**src/rtl/isc_pkg.sv**
```systemverilog
package isc_pkg;
    localparam int WORD_W = 16;
    localparam int ADDR_W = 12;
    localparam int OP_W   = 3;
    localparam int SC_W   = 4;
    localparam int NUM_T  = 1 << SC_W;
    localparam int NUM_D  = 1 << OP_W;
    localparam int MODE_BIT = WORD_W - 1;
    localparam int OP_LSB   = ADDR_W;
    localparam int LAST_T   = 5;

    typedef enum logic [2:0] {
        BUS_NONE = 3'd0,
        BUS_AR   = 3'd1,
        BUS_PC   = 3'd2,
        BUS_DR   = 3'd3,
        BUS_AC   = 3'd4,
        BUS_IR   = 3'd5,
        BUS_TR   = 3'd6,
        BUS_MEM  = 3'd7
    } bus_src_e;

    typedef struct packed {
        logic [ADDR_W-1:0] pc;
        logic [ADDR_W-1:0] ar;
        logic [WORD_W-1:0] ir;
        logic [WORD_W-1:0] dr;
        logic [WORD_W-1:0] ac;
        logic              ind;
        logic              rflag;
        logic              eflag;
    } regs_t;
endpackage

```
**src/rtl/isc_onehot_dec.sv**
```systemverilog
module isc_onehot_dec #(
    parameter int IN_W = 3
) (
    input  logic [IN_W-1:0]         code,
    output logic [(1 << IN_W)-1:0]  hot
);
    localparam int OUT_N = 1 << IN_W;

    for (genvar gi = 0; gi < OUT_N; gi++) begin : g_line
        assign hot[gi] = (code == IN_W'(gi));
    end
endmodule

```
**src/rtl/isc_seq_counter.sv**
```systemverilog
module isc_seq_counter #(
    parameter int SC_W = 4
) (
    input  logic            clk,
    input  logic            rst_n,
    input  logic            clr,
    output logic [SC_W-1:0] sc_q
);
    logic [SC_W-1:0] sc_d;

    always_comb begin
        sc_d = clr ? '0 : sc_q + 1'b1;
    end

    always_ff @(posedge clk or negedge rst_n) begin
        if (!rst_n) sc_q <= '0;
        else        sc_q <= sc_d;
    end
endmodule

```
**src/rtl/isc_control_unit.sv**
```systemverilog
module isc_control_unit
    import isc_pkg::*;
#(
    parameter logic [ADDR_W-1:0] PC_INIT = '0,
    parameter logic [WORD_W-1:0] AC_INIT = '0
) (
    input  logic              clk,
    input  logic              rst_n,
    input  logic [WORD_W-1:0] mem_rdata,
    output logic [ADDR_W-1:0] mem_addr,
    output logic              mem_rd,
    output logic              mem_wr,
    output logic [2:0]        bus_sel,
    output logic [SC_W-1:0]   t_state,
    output logic [ADDR_W-1:0] pc_o,
    output logic [WORD_W-1:0] ir_o,
    output logic [WORD_W-1:0] dr_o,
    output logic [WORD_W-1:0] ac_o,
    output logic              ind_o,
    output logic              e_o,
    output logic              r_o
);
    regs_t regs_q, regs_d;
    logic [SC_W-1:0]  sc_q;
    logic [NUM_T-1:0] t_w;
    logic [NUM_D-1:0] d_w;
    logic             sc_clr;
    logic             rd_w;
    logic [7:1]       src_w;
    logic [2:0]       sel_w;
    logic [WORD_W-1:0] bus_w;
    logic             nr, i_w, b10;

    isc_seq_counter #(.SC_W(SC_W)) u_sc (
        .clk   (clk),
        .rst_n (rst_n),
        .clr   (sc_clr),
        .sc_q  (sc_q)
    );

    isc_onehot_dec #(.IN_W(SC_W)) u_tdec (
        .code (sc_q),
        .hot  (t_w)
    );

    isc_onehot_dec #(.IN_W(OP_W)) u_ddec (
        .code (regs_q.ir[OP_LSB +: OP_W]),
        .hot  (d_w)
    );

    // Control terms
    always_comb begin
        nr  = ~regs_q.rflag;
        i_w = regs_q.ind;
        b10 = regs_q.ir[10];

        rd_w = (nr & t_w[1])
             | (~d_w[7] & i_w & t_w[3])
             | ((d_w[0] | d_w[1] | d_w[2] | d_w[6]) & t_w[4]);

        src_w[BUS_AR]  = (d_w[4] & t_w[4]) | (d_w[5] & t_w[5]);
        src_w[BUS_PC]  = nr & t_w[0];
        src_w[BUS_DR]  = (d_w[2] & t_w[5]) | (d_w[6] & t_w[6]);
        src_w[BUS_AC]  = (d_w[3] & t_w[4]) | (d_w[7] & i_w & t_w[3] & b10);
        src_w[BUS_IR]  = nr & t_w[2];
        src_w[BUS_TR]  = regs_q.rflag & t_w[1];
        src_w[BUS_MEM] = rd_w;

        sel_w[0] = src_w[1] | src_w[3] | src_w[5] | src_w[7];
        sel_w[1] = src_w[2] | src_w[3] | src_w[6] | src_w[7];
        sel_w[2] = src_w[4] | src_w[5] | src_w[6] | src_w[7];

        unique case (sel_w)
            BUS_AR:  bus_w = WORD_W'(regs_q.ar);
            BUS_PC:  bus_w = WORD_W'(regs_q.pc);
            BUS_DR:  bus_w = regs_q.dr;
            BUS_AC:  bus_w = regs_q.ac;
            BUS_IR:  bus_w = regs_q.ir;
            BUS_MEM: bus_w = mem_rdata;
            default: bus_w = '0;
        endcase

        sc_clr = (d_w[0] & t_w[LAST_T]) | (~d_w[0] & t_w[3]);
    end

    // Next register values
    always_comb begin
        regs_d = regs_q;
        if ((nr & t_w[0]) | (nr & t_w[2]) | (~d_w[7] & i_w & t_w[3]))
            regs_d.ar = bus_w[ADDR_W-1:0];
        if (nr & t_w[1]) begin
            regs_d.ir = bus_w;
            regs_d.pc = regs_q.pc + 1'b1;
        end
        if (nr & t_w[2])
            regs_d.ind = regs_q.ir[MODE_BIT];
        if (d_w[0] & t_w[4])
            regs_d.dr = bus_w;
        if (d_w[0] & t_w[LAST_T])
            regs_d.ac = regs_q.ac & regs_q.dr;
    end

    always_ff @(posedge clk or negedge rst_n) begin
        if (!rst_n) begin
            regs_q       <= '0;
            regs_q.pc    <= PC_INIT;
            regs_q.ac    <= AC_INIT;
        end else begin
            regs_q <= regs_d;
        end
    end

    assign mem_addr = regs_q.ar;
    assign mem_rd   = rd_w;
    assign mem_wr   = 1'b0;
    assign bus_sel  = sel_w;
    assign t_state  = sc_q;
    assign pc_o     = regs_q.pc;
    assign ir_o     = regs_q.ir;
    assign dr_o     = regs_q.dr;
    assign ac_o     = regs_q.ac;
    assign ind_o    = regs_q.ind;
    assign e_o      = regs_q.eflag;
    assign r_o      = regs_q.rflag;

    // Assertions
    logic live_q;
    always_ff @(posedge clk or negedge rst_n) begin
        if (!rst_n) live_q <= 1'b0;
        else        live_q <= 1'b1;
    end

    AST_ONE_SOURCE: assert property (@(posedge clk) disable iff (!rst_n)
        $onehot0(src_w));
    AST_T_BOUND: assert property (@(posedge clk) disable iff (!rst_n)
        !(|t_w[NUM_T-1:LAST_T+1]));
    AST_AR_FROM_PC: assert property (@(posedge clk) disable iff (!rst_n)
        (live_q && sc_q == 0) |=> (regs_q.ar == $past(regs_q.pc)));
    AST_PC_STEP: assert property (@(posedge clk) disable iff (!rst_n)
        (live_q && sc_q == 1) |=> (regs_q.pc == $past(regs_q.pc) + 1'b1));
    AST_IR_HOLD: assert property (@(posedge clk) disable iff (!rst_n)
        (live_q && sc_q != 1) |=> $stable(regs_q.ir));
    AST_AC_HOLD: assert property (@(posedge clk) disable iff (!rst_n)
        (live_q && sc_q != LAST_T) |=> $stable(regs_q.ac));
    AST_LAST_WRAP: assert property (@(posedge clk) disable iff (!rst_n)
        (live_q && sc_q == LAST_T) |=> (sc_q == 0));
    AST_OTHER_END: assert property (@(posedge clk) disable iff (!rst_n)
        (live_q && sc_q == 3 && regs_q.ir[OP_LSB +: OP_W] != 0) |=> (sc_q == 0));
endmodule

```
**config.mk**
```make
export PLATFORM = sky130hd
export DESIGN_NAME = isc_control_unit
export DESIGN_NICKNAME = d
export VERILOG_FILES = /design/src/rtl/isc_pkg.sv /design/src/rtl/isc_onehot_dec.sv /design/src/rtl/isc_seq_counter.sv /design/src/rtl/isc_control_unit.sv
export SDC_FILE = /design/constraint.sdc
export NUM_CORES = 1
export LEC_CHECK = 0
export BUFFER_PORTS_ARGS = -buffer_cell sky130_fd_sc_hd__buf_4
export CAP_MARGIN = 0
export CORE_MARGIN = 4
export CORE_UTILIZATION = 45
export CTS_BUF_LIST = sky130_fd_sc_hd__clkbuf_8
export DETAILED_ROUTE_END_ITERATION = 16
export PLACE_DENSITY = 0.73
export SLEW_MARGIN = 20
export SYNTH_ARGS = -nofsm -noshare
export SYNTH_HDL_FRONTEND = slang
export SYNTH_SLANG_ARGS = --single-unit
```
**constraint.sdc**
```tcl
create_clock -name clk -period 3.8 [get_ports clk]
set_input_delay 0.57 -clock clk [delete_from_list [all_inputs] [get_ports clk]]
set_output_delay 0.57 -clock clk [all_outputs]
set_load 0.05 [all_outputs]
```
==> qor.csv, run 1 <==
metric;value;unit
synth_edf_count;0;
period_needed;3220;ps
finalClockSkew;8.10;ps
nets;466;
grt_max_degree;78;
cellLeakagePower;2.19;nW
route.met3.wl;511;µm
ir_drop;0.444;mV
synth-main-ff-cell;dfrtp_1;
status;finished clean;
postSynthCellCount;349;
clock_latency;340;ps
remaining_drc_errors;0;
synth_top_area_share;54.0;%
netlist_area;3570;µm²
cp-start-kind;flop;
synth.distinct_cells;50;
drt-initial-drc-count;232;
initial_core_util;46.1;%
hold_buffers;0;
routabilityCongestion;0.823;
finalMaxSlewViolations;0;
yosysTopAreaCell;dfrtp_1;
overflow;0;
dieHeight;97.0;µm
fmax;0.310;GHz
grt_pass1_wl;15.3;mm
num_vias;3005;
htreeDepth;3;
critPathKind;reg -> out;
fillers;702;
cp-end-kind;primary output;
ys_seq_area_share;54.0;%
rrSetupSlack;1090;ps
io_pins;102;
drt-total-wl;9.52;mm
tritoncts;built;
cts_buffers;9;
tns;0;ps
drv_cap;0;
synthArstFlopShare;100;%
met2_length;4.51;mm
report.final.setup_viol;0;
slew_headroom;30.2;%
grt_pass1_vias;2819;
routed_via_density;5.47;
hp-class;in -> async;
core-area;7730;µm²
antenna_found_initial;0;
utilization;58.2;%
ys_ff_latch;77;
area_delta_synth_final;26.2;%
routedLengthMet1;4.38;mm
clk_pin_slew;70;ps
cts_setup_buffers;0;
cts_sinks;77;
hold_violations;0;
wire_per_inst;17.3;µm
finalCritPeriodShare;84.8;%
crit_arrival;2650;ps
yosys_warnings;0;
synthTopCellsByArea;dfrtp_1 54%, nand2_1 6.3%, o21ai_0 4.5%, o21a_1 3.8%, a21oi_1 2.8%;
dieArea;9410;µm²
synth.avg_cell_area;10.2;µm²
dp_hpwl;6.85;mm
dr.max_layer_used;met4;
firstDrtPassIters;5;
cp_max_fo;13;
gr-usage-all-layers;20.5;%
rsz0062_at_grt;false;
n_antenna_cell;0;
drive_gt1_share;28.2;%
critPathRequiredTime;3230;ps
num_rows;32;
worst_pin_slew;1040;ps
cts_resized;0;
die_w;97.0;µm
pwr_density_cell;902;nW/µm²
io_buffer_count;98;
clock_path_buffers;2;
clock-root-buffer;clkbuf_8;
detail-route-antenna-nets;0;
[synth_stat cells, types with 4 or more instances]
cell type,count
dfrtp_1,77
nand2_1,60
o21ai_0,32
nor2_1,22
a21oi_1,20
o21a_1,18
clkbuf_1,10
nand3_1,9
xnor2_1,9
o21ai_1,8
a31oi_1,6
inv_1,6
a32oi_1,5
buf_4,5
ha_1,5
a22oi_1,4
[final timing paths]
kind,start,endpoint,cells after the start
min in group clk,ac_o[15]$_DFFE_PN0P_,ac_o[15]$_DFFE_PN0P_,1
max,u_sc.sc_q[0]$_DFF_PN0_,bus_sel[0],7
min reg2reg,ac_o[15]$_DFFE_PN0P_,ac_o[15]$_DFFE_PN0P_,1
max reg2reg,u_sc.sc_q[0]$_DFF_PN0_,mem_addr[1]$_DFFE_PN0P_,7
max in group asynchronous,rst_n,ir_o[15]$_DFFE_PN0N_,1
min,rst_n,ac_o[1]$_DFFE_PN0P_,1
[worst max-delay path, stage by stage (launching register included)]
cell and delay [ps]:
dfrtp_1 440, ha_1 280, and4bb_4 250, a32o_1 220, nor2b_1 180, inv_2 180, or4_1 550, buf_4 200
[state kept, by name, summed over array words and instances, names as in the netlist]
| name | flops |
|---|---|
| mem_addr | 12 |
| ac_o | 16 |
| ind_o | 1 |
| ir_o | 16 |
| dr_o | 16 |
| u_sc.sc_q | 4 |
| pc_o | 12 |
[layout make-up]
type | count | area, µm² | share of cell area [%]
tap | 102 | 128 | 2.84
sequential | 77 | 1930 | 42.8
clock inverter | 5 | 21.3 | 0.473
inverter | 7 | 26.3 | 0.584
clock buffer | 10 | 138 | 3.06
timing repair buffer | 101 | 758 | 16.9
multi-input combinational | 247 | 1500 | 33.4
[cells by family (layout without fill, tap and decap cells)]
kind of cell / Yosys count / count (layout) / synth area share, %
and+or+nand+nor: 118 / 118 / 16.3
AOI/OAI and AO/OA: 107 / 107 / 20.2
DFF: 77 / 77 / 54.0
buffers and inverters: 27 / 123 / 4.07
xor gates and xnor gates: 11 / 11 / 2.70
adders and majority gates: 5 / 5 / 1.75
muxes: 3 / 3 / 0.842
other: 1 / 3 / 0.105
[layout by cell type, fill, tap and decap left out, types with 4 or more instances in the layout]
master and n:
buf_4 101, dfrtp_1 77, nand2_1 60, o21ai_0 32, nor2_1 22, a21oi_1 20
o21a_1 18, clkbuf_8 10, inv_1 9, nand3_1 9, xnor2_1 9, o21ai_1 8
a31oi_1 6, a32oi_1 5, ha_1 5, a22oi_1 4
[metrics by stage]
step                cells  hold slack (ps)  power [mW]  worst slack (ps)  cell area [µm²]
CTS                   549              408        4.07               583             4500
global route          549              438        4.27               391             4500
finish                549              369        4.06               578             4500
global placement      534              472        3.52              1020             4340
detailed placement    534              477        3.55               972             4340
floorplan             351              274        2.87               793             3570
[report_power, final]
part           internal, mW  switching [mW]  leakage [nW]  total, mW
Clock                 0.242           0.280        0.0957      0.523
Sequential             1.06           0.282          1.01       1.35
Combinational         0.615            1.58          1.08       2.19
Total                  1.92            2.14          2.19       4.06
[per-layer routing]
layer	up-vias	global-route usage, %
li1	1413	-
met1	1475	29.6
met2	107	31.1
met3	10	3.75
met4	0	7.02
met5	-	0
Power figures use the tool's default switching activity.
==> run 2, diff against run 1 <==
==> constraint.sdc (replaced) <==
create_clock -name clk -period 3.2 [get_ports clk]
set_input_delay 0.48 -clock clk [delete_from_list [all_inputs] [get_ports clk]]
set_output_delay 0.48 -clock clk [all_outputs]
set_load 0.05 [all_outputs]
==> run 2 against run 1 <==
Worst hold slack lost 97 ps. Register-to-register slack lost 570 ps. Total power grew 22%. Combinational power grew 20%. Count of clock-buffer cells in the layout shrank 1. Sequential share of layout area shrank 0.55 points. Clock power grew 34%. Clock skew grew 3.0 ps.
==> qor.csv, run 2 (synthesized netlist as in run 1, its figures left out) <==
metric;value;unit;change
hold_violations;0;;unchanged
slowest_stage;or4_1;;unchanged
antenna_found_initial;0;;unchanged
layout_common_cells;106 x buf_4, 77 x dfrtp_1, 60 x nand2_1, 32 x o21ai_0, 22 x nor2_1;;was 101 x buf_4, 77 x dfrtp_1, 60 x nand2_1, 32 x o21ai_0, 22 x nor2_1
tritoncts;built;;unchanged
dp_hpwl;7.10;mm;was 6.85 mm
cp_max_fo;12;;was 13
wire_per_inst;17.5;µm;was 17.3 µm
remaining_drc_errors;0;;unchanged
critPathRequiredTime;2720;ps;was 3230 ps
clock_path_buffers;2;;unchanged
drv_cap;0;;unchanged
worst_slack;153;ps;was 578 ps
ir_drop;0.562;mV;was 0.444 mV
hp-class;in -> async;;unchanged
status;finished clean;;unchanged
gr-usage-all-layers;20.9;%;was 20.5%
num_rows;32;;unchanged
initial_core_util;46.1;%;unchanged
cts_buffers;9;;unchanged
period_needed;3050;ps;
hold_buffers;0;;unchanged
finalCritPeriodShare;95.2;%;
routabilityCongestion;0.858;;was 0.823
routed_via_density;5.55;;was 5.47
overflow;0;;unchanged
clock_latency;360;ps;was 340 ps
drt-total-wl;9.71;mm;was 9.52 mm
detail-route-antenna-nets;0;;unchanged
path_delay_family;simple AND/OR/NAND/NOR gates;;unchanged
cts_sinks;77;;unchanged
tns;0;ps;unchanged
grt_max_degree;78;;unchanged
num_vias;3073;;was 3005
cp-end-kind;primary output;;unchanged
rsz0062_at_grt;false;;unchanged
n_antenna_cell;0;;unchanged
io_buffer_count;98;;unchanged
cellLeakagePower;2.21;nW;was 2.19 nW
drive_gt1_share;29.4;%;was 28.2%
worst_pin_slew;933;ps;was 1040 ps
cp_slowest_stage_delay;540;ps;was 550 ps
fillers;684;;was 702
pwr_density_cell;1080;nW/µm²;was 902 nW/µm²
die_w;97.0;µm;unchanged
layout_commonest_cell;buf_4;;unchanged
cts_resized;0;;unchanged
drt-initial-drc-count;214;;was 232
dieHeight;97.0;µm;unchanged
crit_buf_inv;3;;was 2
slew_headroom;37.8;%;was 30.2%
place_ws;561;ps;was 972 ps
core-area;7730;µm²;unchanged
finalMaxSlewViolations;0;;unchanged
fmax;0.328;GHz;
clock-root-buffer;clkbuf_8;;unchanged
dieArea;9410;µm²;unchanged
report.final.setup_viol;0;;unchanged
finalClockSkew;11.1;ps;was 8.10 ps
clk_pin_slew;80;ps;was 70 ps
crit_arrival;2570;ps;was 2650 ps
holdWs;272;ps;was 369 ps
cp-start-kind;flop;;unchanged
grt_pass1_wl;15.7;mm;was 15.3 mm
cts_setup_buffers;0;;unchanged
io_pins;102;;unchanged
htreeDepth;3;;unchanged
critPathKind;reg -> out;;unchanged
grt_pass1_vias;2990;;was 2819
area_delta_synth_final;27.8;%;was 26.2%
firstDrtPassIters;6;;was 5
nets;471;;was 466
crit_chain;inv_1 > ha_1 > a32o_1 > nor2b_1 > inv_2 > or4_1 > buf_4;;was ha_1 > and4bb_4 > a32o_1 > nor2b_1 > inv_2 > or4_1 > buf_4
-- run 2: changes by cell type in the layout (fill, tap and decap cells not counted) --
cell,previous run,this run
clkinvlp_4,0,1
buf_4,101,106
clkbuf_8,10,9
inv_1,9,7
bufinv_16,0,1
clkinv_2,2,3
-- run 2: final timing paths --
check	endpoint	slack [ps]	cells after the start	startpoint
max	bus_sel[0]	150	7	u_sc.sc_q[0]$_DFF_PN0_
min	ac_o[1]$_DFFE_PN0P_	270	1	rst_n
max reg2reg	ir_o[10]$_DFFE_PN0N_	520	7	u_sc.sc_q[0]$_DFF_PN0_
min reg2reg	ac_o[13]$_DFFE_PN0P_	490	1	ac_o[13]$_DFFE_PN0P_
max in group asynchronous	dr_o[9]$_DFFE_PN0P_	2330	1	rst_n
min in group clk	dr_o[15]$_DFFE_PN0P_	390	3	mem_rdata[15]
-- run 2: layout make-up --
cell class	count	area, µm²	area share, %
Tap cell	102	128	2.80
Clock inverter	6	56.3	1.24
Sequential cell	77	1930	42.3
Inverter	7	26.3	0.576
Timing Repair Buffer	106	796	17.5
Clock buffer	9	124	2.72
Multi-Input combinational cell	247	1500	32.9
-- run 2: routing by layer --
| layer | wire (µm) | global-route usage (%) |
|---|---|---|
| met3 | 717 | 5.05 |
| met1 | 4270 | 28.3 |
| met2 | 4590 | 32.5 |
| met4 | 142 | 7.99 |
| met5 | 0 | 0 |
-- run 2: worst register-to-register path, cell delays in order (launching register included) --
cell and delay, ps:
dfrtp_1 450, inv_1 120, ha_1 440, or3b_4 460, a311oi_4 380, and2_1 430, a22oi_4 140, o21ai_1 190
-- run 2: stage by stage --
step           instance area [µm²]  power (mW)  instances  util (%)
2_1_floorplan                 3570        3.41        351         -
3_3_place_gp                  4380        4.22        539      56.7
4_1_cts                       4560        4.96        554      59.0
5_1_grt                       4560        5.20        554      59.0
3_5_place_dp                  4380        4.26        539      56.7
6_report                      4560        4.94        554      59.0
-- run 2: report_power, final --
part / switching, mW / internal, mW
Combinational: 1.87 / 0.757
Clock: 0.353 / 0.349
Sequential: 0.347 / 1.26
